==> config.mk <==
export PLATFORM = sky130hd
export DESIGN_NAME = sysclk_ctrl
export DESIGN_NICKNAME = d
export VERILOG_FILES = /design/src/rtl/clkctl_pkg.sv /design/src/rtl/clkctl_regs.sv /design/src/rtl/clkctl_fsm.sv /design/src/rtl/clkctl_div.sv /design/src/rtl/sysclk_ctrl.sv
export SDC_FILE = /design/constraint.sdc
export NUM_CORES = 1
export LEC_CHECK = 0
export ABC_AREA = 1
export CORE_ASPECT_RATIO = 0.75
export CORE_MARGIN = 2
export CORE_UTILIZATION = 30
export DETAILED_ROUTE_END_ITERATION = 6
export GPL_TIMING_DRIVEN = 0
export SYNTH_ARGS = -nofsm -noshare
export SYNTH_HDL_FRONTEND = slang
export SYNTH_HIERARCHICAL = 1
export SYNTH_SLANG_ARGS = --single-unit
==> constraint.sdc <==
create_clock -name clk -period 2 [get_ports clk]
set_input_delay 0.5 -clock clk [delete_from_list [all_inputs] [get_ports clk]]
set_output_delay 0.5 -clock clk [all_outputs]
set_load 0.1 [all_outputs]
==> src/rtl/clkctl_pkg.sv <==
// Shared types and constants of the system clock controller.
package clkctl_pkg;
    typedef enum logic [1:0] {
        ST_RUN   = 2'd0,
        ST_SLEEP = 2'd1,
        ST_WAIT  = 2'd2
    } pstate_e;

    localparam logic [1:0]  ADDR_KEY  = 2'd0;
    localparam logic [1:0]  ADDR_CSEL = 2'd1;
    localparam logic [1:0]  ADDR_STOP = 2'd2;
    localparam logic [15:0] UNLOCK_KEY = 16'h0096;

    localparam int SRC_LSB  = 0;
    localparam int DIV_LSB  = 4;
    localparam int WSRC_LSB = 8;
    localparam int WDIV_LSB = 12;
    localparam int WEN_BIT  = 15;
endpackage

==> src/rtl/clkctl_regs.sv <==
// Register file: key lock, clock-select and stop-in-sleep mask.
// Assumes SW and DVW are at most 2 so the fields fit the 16-bit layout.
// A wake load with wake enable set overrides a same-cycle write.
module clkctl_regs
    import clkctl_pkg::*;
#(
    parameter int NSRC = 4,
    parameter int SW   = 2,
    parameter int DVW  = 2,
    parameter int DW   = 16
) (
    input  logic            clk,
    input  logic            rst_n,
    input  logic            wr_en,
    input  logic [1:0]      addr,
    input  logic [DW-1:0]   wdata,
    output logic [DW-1:0]   rdata,
    input  logic            wake_load,
    output logic [SW-1:0]   cfg_src,
    output logic [DVW-1:0]  cfg_div,
    output logic [SW-1:0]   wup_src,
    output logic [DVW-1:0]  wup_div,
    output logic            wup_en,
    output logic [NSRC-1:0] stop_mask
);
    logic locked;
    logic csel_wr;

    assign csel_wr = wr_en && (addr == ADDR_CSEL) && !locked;

    // Lock flag follows the last value written to the key address.
    always_ff @(posedge clk) begin
        if (!rst_n)
            locked <= 1'b1;
        else if (wr_en && addr == ADDR_KEY)
            locked <= (wdata != UNLOCK_KEY);
    end

    // Clock-select fields: protected writes, wake-up copy takes priority.
    always_ff @(posedge clk) begin
        if (!rst_n) begin
            cfg_src <= '0;
            cfg_div <= '0;
            wup_src <= '0;
            wup_div <= '0;
            wup_en  <= 1'b0;
        end else begin
            if (csel_wr) begin
                cfg_src <= wdata[SRC_LSB  +: SW];
                cfg_div <= wdata[DIV_LSB  +: DVW];
                wup_src <= wdata[WSRC_LSB +: SW];
                wup_div <= wdata[WDIV_LSB +: DVW];
                wup_en  <= wdata[WEN_BIT];
            end
            if (wake_load && wup_en) begin
                cfg_src <= wup_src;
                cfg_div <= wup_div;
            end
        end
    end

    // Stop-in-sleep mask, not protected.
    always_ff @(posedge clk) begin
        if (!rst_n)
            stop_mask <= '0;
        else if (wr_en && addr == ADDR_STOP)
            stop_mask <= wdata[NSRC-1:0];
    end

    // Read multiplexer.
    always_comb begin
        rdata = '0;
        case (addr)
            ADDR_KEY:  rdata[0] = locked;
            ADDR_CSEL: begin
                rdata[SRC_LSB  +: SW]  = cfg_src;
                rdata[DIV_LSB  +: DVW] = cfg_div;
                rdata[WSRC_LSB +: SW]  = wup_src;
                rdata[WDIV_LSB +: DVW] = wup_div;
                rdata[WEN_BIT]         = wup_en;
            end
            ADDR_STOP: rdata[NSRC-1:0] = stop_mask;
            default:   rdata = '0;
        endcase
    end


    relock_chk: assert property (@(posedge clk) disable iff (!rst_n)
        $past(wr_en && addr == ADDR_KEY && wdata != UNLOCK_KEY) |-> locked);


    locked_hold_chk: assert property (@(posedge clk) disable iff (!rst_n)
        $past(wr_en && addr == ADDR_CSEL && locked && !wake_load)
        |-> ($stable(cfg_src) && $stable(cfg_div) && $stable(wup_en)));
endmodule

==> src/rtl/clkctl_fsm.sv <==
// Power-mode sequencer: run, sleep and wake-wait. It owns the oscillator
// enables and the active source. Assumes a ready flag rises only while its
// enable is high and stays high until the enable drops.
module clkctl_fsm
    import clkctl_pkg::*;
#(
    parameter int NSRC = 4,
    parameter int SW   = 2
) (
    input  logic            clk,
    input  logic            rst_n,
    input  logic            sleep_req,
    input  logic            wake_irq,
    input  logic [NSRC-1:0] osc_ready,
    input  logic [SW-1:0]   cfg_src,
    input  logic [SW-1:0]   wup_src,
    input  logic            wup_en,
    input  logic [NSRC-1:0] stop_mask,
    output logic [NSRC-1:0] osc_en,
    output logic [SW-1:0]   act_src,
    output logic            run,
    output logic            wake_load
);
    pstate_e         st;
    logic [NSRC-1:0] osc_on;
    logic [SW-1:0]   wake_src;

    assign wake_load = (st == ST_SLEEP) && wake_irq;
    assign wake_src  = wup_en ? wup_src : act_src;
    assign run       = (st == ST_RUN);
    assign osc_en    = osc_on;

    // Mode transitions, source handover and oscillator enables.
    always_ff @(posedge clk) begin
        if (!rst_n) begin
            st      <= ST_WAIT;
            act_src <= '0;
            osc_on  <= NSRC'(1);
        end else begin
            case (st)
                ST_WAIT: if (osc_ready[act_src]) st <= ST_RUN;
                ST_RUN: begin
                    if (sleep_req) begin
                        st     <= ST_SLEEP;
                        osc_on <= osc_on & ~stop_mask;
                    end else if (cfg_src != act_src) begin
                        osc_on[cfg_src] <= 1'b1;
                        if (osc_ready[cfg_src]) act_src <= cfg_src;
                    end
                end
                ST_SLEEP: if (wake_irq) begin
                    act_src          <= wake_src;
                    osc_on[wake_src] <= 1'b1;
                    st               <= ST_WAIT;
                end
                default: st <= ST_WAIT;
            endcase
        end
    end


    run_src_on_chk: assert property (@(posedge clk) disable iff (!rst_n)
        (st == ST_RUN) |-> osc_en[act_src]);


    switch_ready_chk: assert property (@(posedge clk) disable iff (!rst_n)
        (act_src != $past(act_src) && $past(st) == ST_RUN) |-> $past(osc_ready[act_src]));


    wake_ready_chk: assert property (@(posedge clk) disable iff (!rst_n)
        (st == ST_RUN && $past(st) == ST_WAIT) |-> $past(osc_ready[act_src]));
endmodule

==> src/rtl/clkctl_div.sv <==
// Power-of-two divider that makes a clock-enable pulse every 2**div cycles
// while running. The count restarts outside run mode, and a count above a
// smaller new limit wraps at once.
module clkctl_div #(
    parameter int DVW = 2
) (
    input  logic           clk,
    input  logic           rst_n,
    input  logic           run_i,
    input  logic [DVW-1:0] div_i,
    output logic           ce_o
);
    localparam int CW = (1 << DVW) - 1;

    logic [CW-1:0] cnt;
    logic [CW-1:0] lim;

    assign lim  = CW'((32'd1 << div_i) - 32'd1);
    assign ce_o = run_i && (cnt >= lim);

    // Cycle counter within one divided period.
    always_ff @(posedge clk) begin
        if (!rst_n)
            cnt <= '0;
        else if (run_i && cnt < lim)
            cnt <= cnt + 1'b1;
        else
            cnt <= '0;
    end


    ce_spacing_chk: assert property (@(posedge clk) disable iff (!rst_n)
        (ce_o && $past(ce_o) && $past(run_i) && $stable(div_i)) |-> (div_i == '0));
endmodule

==> src/rtl/sysclk_ctrl.sv <==
// Top of the sleep-aware system clock controller: register file, power-mode
// sequencer and divider. Assumes oscillator ready flags behave as a
// handshake on osc_en.
module sysclk_ctrl #(
    parameter int NSRC = 4,
    parameter int DVW  = 2,
    parameter int DW   = 16,
    localparam int SW  = $clog2(NSRC)
) (
    input  logic            clk,
    input  logic            rst_n,
    input  logic            reg_wr,
    input  logic [1:0]      reg_addr,
    input  logic [DW-1:0]   reg_wdata,
    output logic [DW-1:0]   reg_rdata,
    input  logic            sleep_req,
    input  logic            wake_irq,
    input  logic [NSRC-1:0] osc_ready,
    output logic [NSRC-1:0] osc_en,
    output logic [SW-1:0]   sys_src,
    output logic            sys_ce,
    output logic            sys_run
);
    logic [SW-1:0]   cfg_src, wup_src;
    logic [DVW-1:0]  cfg_div, wup_div;
    logic            wup_en, wake_load;
    logic [NSRC-1:0] stop_mask;

    clkctl_regs #(.NSRC(NSRC), .SW(SW), .DVW(DVW), .DW(DW)) u_regs (
        .clk(clk), .rst_n(rst_n), .wr_en(reg_wr), .addr(reg_addr),
        .wdata(reg_wdata), .rdata(reg_rdata), .wake_load(wake_load),
        .cfg_src(cfg_src), .cfg_div(cfg_div), .wup_src(wup_src),
        .wup_div(wup_div), .wup_en(wup_en), .stop_mask(stop_mask)
    );

    clkctl_fsm #(.NSRC(NSRC), .SW(SW)) u_fsm (
        .clk(clk), .rst_n(rst_n), .sleep_req(sleep_req), .wake_irq(wake_irq),
        .osc_ready(osc_ready), .cfg_src(cfg_src), .wup_src(wup_src),
        .wup_en(wup_en), .stop_mask(stop_mask), .osc_en(osc_en),
        .act_src(sys_src), .run(sys_run), .wake_load(wake_load)
    );

    clkctl_div #(.DVW(DVW)) u_div (
        .clk(clk), .rst_n(rst_n), .run_i(sys_run), .div_i(cfg_div), .ce_o(sys_ce)
    );


    sleep_gate_chk: assert property (@(posedge clk) disable iff (!rst_n)
        !sys_run |-> !sys_ce);
endmodule

== Yosys cells after proc, flatten, opt, wreduce, memory -nomap -nowiden ==
Cells that the tools add are included.

* Flip-flop bits (word level): 25
* Memory bits (writable): 0
* Logic and storage cells: 90
* ROM bits: 0
* Input bits: 27
* Bits in latches: 0
* Output and inout port bits: 24
* Memories: 0

* Order comparisons: 7
* Add/sub/neg operators: 2
* Equal/unequal tests: 13
* Multiply operators: 0
* Shift operators: 1
* Reduce and logical (&&, ||, !) cells: 19
* Div/mod/pow operators: 0
* Bitwise logic cells: 4
* Mux-type cells: 33

{| class="wikitable"
|+ Operator list
! kind !! count
|-
| 2-to-1 mux 2 bit || 16
|-
| != test 16 x 8 -> 1 bit (second input constant) || 1
|-
| 2-to-1 mux 4 bit || 3
|-
| logical AND 1 bit || 10
|-
| != test 2 bit (second input constant) || 5
|-
| less-than comparator 2 x 3 -> 1 bit (second input constant) || 3
|-
| bitwise OR 4 bit || 2
|-
| case mux 4 bit (2 select lines) || 1
|-
| case mux 2 bit (3 select lines) || 1
|-
| AND reduction 3 bit || 2
|-
| 2-to-1 mux 1 bit || 5
|-
| AND reduction 5 bit || 1
|-
| AND 4 bit || 1
|-
| binary-select mux 1 bit (select 2 bit) || 2
|-
| demux 1 bit (select 2 bit) || 2
|-
| equality test 2 x 1 -> 1 bit (second input constant) || 2
|-
| equality test 2 bit (second input constant) || 2
|-
| >= comparator 2 x 1 -> 1 bit (second input constant) || 2
|-
| logical NOT 2 bit || 2
|-
| inverter 4 bit || 1
|-
| case mux 2 bit (2 select lines) || 1
|-
| nonzero test 2 bit || 2
|-
| adder 3 x 1 -> 3 bit (second input constant) || 1
|-
| >= comparator 3 bit || 1
|-
| other kinds (10) || 10
|}

== Longest topological paths before layout ==
Gate-level depths: netlist of the first run.

* Depth in word-level cells: 8
* Depth in mapped cells: 9
* Gate-level depth less buffers: 9

== Cells and area by module ==
Netlist of the first run, hierarchy kept.

{| class="wikitable"
|+ Modules (own cells, without submodules)
! module !! times used !! area each (um2) !! cells each
|-
| clkctl_regs || 1 || 869.6 || 134
|-
| clkctl_fsm || 1 || 598.1 || 100
|-
| clkctl_div || 1 || 201.4 || 25
|}

== Least setup slack after synthesis of the first run ==
OpenSTA, ideal clock, no wires.

* Path kind: input to output
* From: input port reg_addr[1]
* To: output port reg_rdata[1]
* Arrival: 3.080 ns
* Cell stages on the path: 5
* Data required time: 1.500 ns
* Path slack: -1.580 ns
* Path through: inv_1 ha_1 buf_6 nand2_1 a21boi_0

* Word-level cells in the longest chain between the ends: 2

{| class="wikitable"
|+ RTL lines
! element !! RTL line !! RTL
|-
| from (decl) || sysclk_ctrl.sv:13 || <nowiki>input logic [1:0] reg_addr,</nowiki>
|-
| equality test 2 bit / equality test 2 x 1 -> 1 bit (equally long branches) || clkctl_regs.sv:73 || <nowiki>case (addr)</nowiki>
|-
| case mux 1 bit (2 select lines) * || clkctl_regs.sv:73 ||
|-
| to (decl) || sysclk_ctrl.sv:15 || <nowiki>output logic [DW-1:0] reg_rdata,</nowiki>
|}

Every way passes the cells marked *; elsewhere a longest branch is shown, timed or not.

== Final worst setup path of the first run ==
* From: register u_regs.cfg_div[0]
* To: output port sys_ce

* Word-level cells in the longest chain between the ends: 4

{| class="wikitable"
|+ RTL lines
! element !! RTL line !! RTL
|-
| from (decl) || clkctl_regs.sv:20 || <nowiki>output logic [DVW-1:0] cfg_div,</nowiki>
|-
| from (signal assigned) || clkctl_regs.sv:50 || <nowiki>cfg_div <= wdata[DIV_LSB +: DVW];</nowiki>
|-
| from (signal assigned) || clkctl_regs.sv:57 || <nowiki>cfg_div <= wup_div;</nowiki>
|-
| left shift 1 x 2 -> 3 bit || clkctl_div.sv:18 || <nowiki>assign lim = CW'((32'd1 << div_i) - 32'd1);</nowiki>
|-
| subtractor 3 x 1 -> 3 bit || clkctl_div.sv:18 ||
|-
| >= comparator 3 bit || clkctl_div.sv:19 || <nowiki>assign ce_o = run_i && (cnt >= lim);</nowiki>
|-
| logical AND 1 bit || clkctl_div.sv:19 ||
|-
| to (decl) || sysclk_ctrl.sv:21 || <nowiki>output logic sys_ce,</nowiki>
|}

No other way between the ends.

==> results of run 1 <==
per-stage QoR:
stage	power [µW]	TNS (ns)	setup slack, ns
floorplan	955.1	-0.007765	-0.007765
global placement	1104	-13.42	-1.378
detailed placement	1105	-13.45	-1.377
CTS	1440	-0.1197	-0.09917
global route	1508	-0.1582	-0.1582
finish	1434	-0.09184	-0.09184
worst paths after layout:
path / start / endpoint / slack, ns / cells after the start
setup reg to reg: u_regs/cfg_div[1]$_SDFFE_PN0P_ / u_div/cnt[0]$_SDFF_PN0_ / 0.41 / 9
hold / removal: u_fsm/osc_en[2]$_SDFFE_PN0P_ / u_fsm/osc_en[2]$_SDFFE_PN0P_ / 0.47 / 2
setup / recovery: u_regs/cfg_div[0]$_SDFFE_PN0P_ / sys_ce / -0.09 / 7
hold reg to reg: u_fsm/osc_en[2]$_SDFFE_PN0P_ / u_fsm/osc_en[2]$_SDFFE_PN0P_ / 0.47 / 2
worst register-to-register path, stage by stage, from the launching register on:
cell and delay (ns):
dfxtp_2 0.37, nand2_1 0.11, ha_4 0.32, a21oi_4 0.06, buf_4 0.13, buf_4 0.12, buf_4 0.12, buf_4 0.12
nand3b_2 0.09, nor2_1 0.05
layout by cell type (no fill, tap or decap), types with 2 or more instances in the layout:
cell type        synthesis  final
buf_2                    0      5
dfxtp_1                 25     23
nand2_4                  2      3
a21oi_1                 10     10
dfxtp_2                  0      2
nand3_2                  1      4
conb_1                   1      5
clkbuf_8                 0      3
o21ai_2                  2      2
nand2_2                  4      6
ha_4                     0      4
nor2_1                  38     38
buf_4                    5     18
inv_1                   33     29
clkbuf_2                 1      3
clkdlybuf4s15_2          0      2
nand2_1                 69     66
nor2_2                   2      2
clkdlybuf4s50_1          0     24
clkdlybuf4s15_1          0      2
ha_1                     8      4
o21ai_0                 17     17
inv_2                    3      4
inv_4                    2      3
buf_6                    2      3
buf_12                   0      3
nand3_1                 19     16
clkinvlp_4               0      2
what timing repair did:
| item | 4_1_cts | 5_1_grt |
|---|---|---|
| resized for setup | 116 | 13 |
| setup buffers | 6 | 1 |
| pin swaps | 7 | 4 |
| gates cloned | 1 | 0 |
| endpoints found under the setup margin | 19 | 10 |
| endpoints found under the hold margin | 0 | 0 |
cell usage after synthesis (2+ instances only):
master	count	area (µm²)
nand2_1	69	259.0
nor2_1	38	142.6
inv_1	33	123.9
dfxtp_1	25	500.5
nand3_1	19	95.09
o21ai_0	17	85.08
a21oi_1	10	50.05
ha_1	8	100.1
buf_4	5	37.54
nand2_2	4	25.02
inv_2	3	11.26
a21boi_0	2	15.01
buf_6	2	22.52
inv_4	2	12.51
nand2_4	2	22.52
nor2_2	2	12.51
o21ai_2	2	17.52
layout make-up:
type / instances / area (µm²)
plain buffers: 8 / 65.06
clock buffers: 4 / 45.04
fillers: 572 / 2915
inverters: 38 / 157.7
multi-input cells: 192 / 1079
flip-flops and latches: 25 / 503.0
well taps: 75 / 93.84
repair buffers: 53 / 494.2
registers in the layout (all words and copies together), names as in the netlist:
register	count
u_fsm/osc_en	4
u_regs/stop_mask	4
u_div/cnt	3
u_fsm/act_src	2
u_fsm/st	2
u_regs/cfg_div	2
u_regs/cfg_src	2
u_regs/wup_div	2
u_regs/wup_src	2
u_regs/locked	1
u_regs/wup_en	1
metal layers:
| metal | GRT usage, % | up-vias | routed length, µm |
|---|---|---|---|
| li1 | - | 929 | - |
| met5 | 0 | - | 0 |
| met3 | 3.370 | 2 | 246 |
| met1 | 21.32 | 778 | 2360 |
| met4 | 2.885 | 0 | 24 |
| met2 | 25.28 | 37 | 1945 |
cell families after synthesis:
kind of cell | share of synthesized area, %
compound gates | 13.27
xor+xnor | 0.5248
flops | 29.99
other cells | 0.2247
buf+inv | 12.74
fa+ha+maj | 5.997
simple gates | 37.26
power breakdown:
part	internal [µW]	switching, µW	total, µW
clock	143	174	317
sequential	523	23.7	546
combinational	177	394	570
total	842	591	1430
==> flow_metrics.env, run 1 <==
export IMPL_status="finished with violations"
export IMPL_violations="setup timing"
export IMPL_cp_arrival_ns=1.59
export IMPL_end_kind="output port"
export IMPL_grt_max_degree=14
export IMPL_yosysSeqAreaShare_pct=29.99
export IMPL_crit_type="flip-flop to output port"
export IMPL_drv_cap=0
export IMPL_crit_chain="or2_4 > ha_4 > nand3_2 > nand3_2 > nand2_2 > clkinvlp_4 > buf_12"
export IMPL_period_share_pct=104.6
export IMPL_htree_levels=1
export IMPL_grtUsageTotal_pct=15.41
export IMPL_vias_per_cell=4.420
export IMPL_hold_path_class="flip-flop to flip-flop"
export IMPL_cp_slowest_cell="dfxtp_2"
export IMPL_grt_pass1_wl_mm=7.479
export IMPL_clock_latency_ns=0.27
export IMPL_synthesis_instances=259
export IMPL_ant_nets=0
export IMPL_cp_required_ns=1.50
export IMPL_synth_async_reset_ratio_pct=0
export IMPL_antenna_found_initial=0
export IMPL_numCtsBuffers=3
export IMPL_wire_per_inst_um=11.59
export IMPL_drive_gt1_share_pct=24.06
export IMPL_skew_ns=0.004093
export IMPL_post_route_util_pct=45.54
export IMPL_die_area_um2=6182
export IMPL_die_width_um=90.13
export IMPL_design_area_um2=2437
export IMPL_crit_path_start_kind="flip-flop"
export IMPL_slowest_delay_ns=0.34
export IMPL_synthFlopType="dfxtp_1"
export IMPL_ios=51
export IMPL_cp_top_family="simple AND/OR/NAND/NOR gates"
export IMPL_drc_errors=0
export IMPL_worstMarginPinSlew_ns=0.9465
export IMPL_synth_edf_count=0
export IMPL_hold_viol=0
export IMPL_max_freq_mhz=478.0
export IMPL_setup_violations=1
export IMPL_ys_ff_latch=25
export IMPL_route_vias_total=1746
export IMPL_cts_root_buf="clkbuf_8"
export IMPL_syn_area_um2=1669
export IMPL_syn_mean_instance_area_um2=6.444
export IMPL_port_buffers=45
export IMPL_synth_warnings=6
export IMPL_crit_buf_inv=2
export IMPL_critPathMaxFanout=3
export IMPL_cts_tree="yes"
export IMPL_core_um2=5353
export IMPL_dieHeight_um=68.60
export IMPL_finalNonFillerCells=395
export IMPL_p_leak_uw=0.001197
export IMPL_dpl_instance_area_um2=2261
export IMPL_clk_path_buf_depth=2
export IMPL_clkTransAtPathRegs_ns=0.10
export IMPL_slew_violations=0
export IMPL_hold_slack_ns=0.4736
export IMPL_ir_worst_vdd_v=0.0003671
export IMPL_first_iter_violations=99
export IMPL_critPathMostFrequentCell="nand3_2"
export IMPL_fin_nets=356
export IMPL_grt_ovfl_total=0
export IMPL_postCtsHoldBufs=0
export IMPL_cts_sinks=25
export IMPL_synth_distinct_cells=33
export IMPL_power_density_nw_per_um2=588.2
export IMPL_gp_congestion=0.8390
export IMPL_initial_core_util_pct=31.18
export IMPL_first_pass_iters=4
export IMPL_fin_crit_ns=2.092
export IMPL_placed_cells=383
export IMPL_n_antenna_cell=0
export IMPL_grt_setup_unrepaired="yes"
export IMPL_hpwlAfterDp_mm=3.343
export IMPL_grt_pass1_vias=1601
export IMPL_max_slew_margin_pct=37.14
export IMPL_wl_mm=4.577
export IMPL_timing_final_ws_setup_ns=-0.09184
export IMPL_rows=23
export IMPL_area_growth_pct=46.03
(Power assumes the default switching activity.)
==> run 2: changes to the inputs <==
--- a/config.mk
+++ b/config.mk
@@ -7,7 +7,6 @@
 export LEC_CHECK = 0
 export ABC_AREA = 1
 export CORE_ASPECT_RATIO = 0.75
-export CORE_MARGIN = 2
 export CORE_UTILIZATION = 30
 export DETAILED_ROUTE_END_ITERATION = 6
 export GPL_TIMING_DRIVEN = 0
==> run 2 against run 1 <==
Effect of this change:
- the flow still finishes with violations (setup timing)
- first-iteration DRC count up 20%
- register-to-register slack better by 0.17 ns
- die area down 5.1%
- sequential power about the same
- global-route usage up 1.3 points
- combinational power up 2%
- clock-buffer cell count unchanged
- worst setup slack better by 0.012 ns
- hold slack worse by 0.015 ns
- critical path type unchanged
- largest cell class unchanged
==> flow_metrics.env, run 2 (synthesis results as in run 1) <==
export IMPL_status="finished with violations"
export IMPL_violations="setup timing"
export IMPL_final_common_cell="nand2_1"
export IMPL_clkTransAtPathRegs_ns=0.09
export IMPL_numCtsBuffers=3
export IMPL_fin_crit_ns=2.080
export IMPL_worst_r2r_setup_slack_ns=0.58
export IMPL_crit_path_start_kind="flip-flop"
export IMPL_n_fill_cell=586
export IMPL_grt_setup_unrepaired="yes"
export IMPL_grt_pass1_wl_mm=7.569
export IMPL_worstMarginPinSlew_ns=0.9536
export IMPL_setup_violations=1
export IMPL_clk_path_buf_depth=2
export IMPL_area_growth_pct=46.78
export IMPL_wl_mm=4.685
export IMPL_slew_violations=0
export IMPL_port_buffers=45
export IMPL_core_um2=5353
export IMPL_cts_root_buf="clkbuf_8"
export IMPL_ios=51
export IMPL_multiInputGateArea_um2=1089
export IMPL_critPathMaxFanout=5
export IMPL_grt_pass1_vias=1688
export IMPL_period_share_pct=104.0
export IMPL_dieHeight_um=66.60
export IMPL_ir_worst_vdd_v=0.0003572
export IMPL_hp_start="u_div/cnt[0]$_SDFF_PN0_"
export IMPL_first_iter_violations=119
export IMPL_max_freq_mhz=480.7
export IMPL_layout_common_cells="nand2_1, nor2_1, inv_1, clkdlybuf4s50_1, dfxtp_1"
export IMPL_ant_nets=0
export IMPL_drv_cap=0
export IMPL_cp_top_family="simple AND/OR/NAND/NOR gates"
export IMPL_crit_type="flip-flop to output port"
export IMPL_clock_latency_ns=0.27
export IMPL_grt_max_degree=14
export IMPL_hold_viol=0
export IMPL_power_density_nw_per_um2=586.1
export IMPL_grtUsageTotal_pct=16.73
export IMPL_cp_slowest_cell="dfxtp_4"
export IMPL_first_pass_iters=4
export IMPL_fin_tns_setup_ns=-0.08022
export IMPL_route_vias_total=1774
export IMPL_die_width_um=88.13
export IMPL_initial_core_util_pct=31.18
export IMPL_cts_sinks=25
export IMPL_p_leak_uw=0.001183
export IMPL_hpwlAfterDp_mm=3.387
export IMPL_slowest_delay_ns=0.36
export IMPL_hold_path_class="flip-flop to flip-flop"
export IMPL_crit_buf_inv=2
export IMPL_gp_congestion=0.8531
export IMPL_drive_gt1_share_pct=24.14
export IMPL_vias_per_cell=4.503
export IMPL_reg2reg_from="u_fsm/st[1]$_SDFFE_PN1P_"
export IMPL_register_area_um2=505.5
export IMPL_grt_ovfl_total=0
export IMPL_die_area_um2=5869
export IMPL_cts_tree="yes"
export IMPL_drc_errors=0
export IMPL_antenna_found_initial=0
export IMPL_cp_arrival_ns=1.58
export IMPL_skew_ns=0.0008850
export IMPL_critPathMostFrequentCell="nand3_2"
export IMPL_htree_levels=1
export IMPL_startpoint="u_regs/cfg_div[1]$_SDFFE_PN0P_"
export IMPL_end_kind="output port"
export IMPL_cp_required_ns=1.50
export IMPL_post_route_util_pct=45.77
export IMPL_wire_per_inst_um=11.89
export IMPL_timing_final_ws_setup_ns=-0.08022
export IMPL_crit_chain="or2_4 > ha_4 > nand3_2 > nand3_2 > nand2_2 > clkinvlp_4 > buf_12"
export IMPL_n_antenna_cell=0
export IMPL_max_slew_margin_pct=36.67
export IMPL_fin_nets=355
export IMPL_rows=23
run 2: worst reg2reg max path, cell delays in order, from the launching register on:
cell and delay [ns]:
dfxtp_1 0.33, inv_1 0.10, nand2_2 0.10, nor2_1 0.30, nand2_2 0.21, nand2_1 0.10, nand2_1 0.05, nand2_1 0.07
a21oi_1 0.05
run 2: what timing repair did:
action	in CTS	in global routing
gates cloned	1	0
endpoints found under the setup margin	19	14
hold buffers	0	0
gates resized for setup	115	17
pin swaps	6	3
buffers inserted	3	3
run 2: worst paths after layout:
check                                    to  cells past startpoint
max reg2reg  u_regs/cfg_div[1]$_SDFFE_PN0P_                      8
min                 u_div/cnt[0]$_SDFF_PN0_                      1
min reg2reg         u_div/cnt[0]$_SDFF_PN0_                      1
max                                  sys_ce                      7
run 2: where the power goes:
group / switching (µW) / internal, µW / total, µW
Clock: 170 / 143 / 312
Sequential: 23.6 / 521 / 545
Combinational: 399 / 180 / 579
Total: 592 / 844 / 1440
run 2: metrics by stage:
stage                     cell area (µm²)  hold slack, ns  total power [µW]  std cells  setup WS [ns]
after floorplan                      1717          0.4173             955.1        263      -0.007765
after global placement               2261          0.4375              1104        383         -1.369
after detailed placement             2261          0.4431              1105        383         -1.395
after CTS                            2392          0.4616              1440        391       -0.09928
after global routing                 2450          0.5014              1512        394        -0.1493
final                                2450          0.4588              1436        394       -0.08022
run 2: layout make-up:
cell class	count	share of cell area, %
Multi-Input combinational cell	192	44.43
Timing Repair Buffer	52	20.07
Inverter	38	6.537
Clock buffer	4	1.839
Tap cell	75	3.830
Sequential cell	25	20.63
Buffer	8	2.656
run 2: layer usage:
| metal | global-route usage (%) | part of all wire (%) | vias up |
|---|---|---|---|
| met5 | 0 | 0 | - |
| li1 | - | - | 929 |
| met4 | 2.823 | 0.15 | 0 |
| met2 | 26.36 | 43 | 52 |
| met1 | 23.50 | 52 | 791 |
| met3 | 3.841 | 5.3 | 2 |
==> run 3: changes to the inputs <==
--- a/config.mk
+++ b/config.mk
@@ -8,8 +8,10 @@
 export ABC_AREA = 1
 export CORE_ASPECT_RATIO = 0.75
 export CORE_UTILIZATION = 30
+export CTS_CLUSTER_SIZE = 10
 export DETAILED_ROUTE_END_ITERATION = 6
 export GPL_TIMING_DRIVEN = 0
+export SLEW_MARGIN = 30
 export SYNTH_ARGS = -nofsm -noshare
 export SYNTH_HDL_FRONTEND = slang
 export SYNTH_HIERARCHICAL = 1
==> results of run 3 <==
No change in the layout: final DEF, timing and power equal those of run 2.
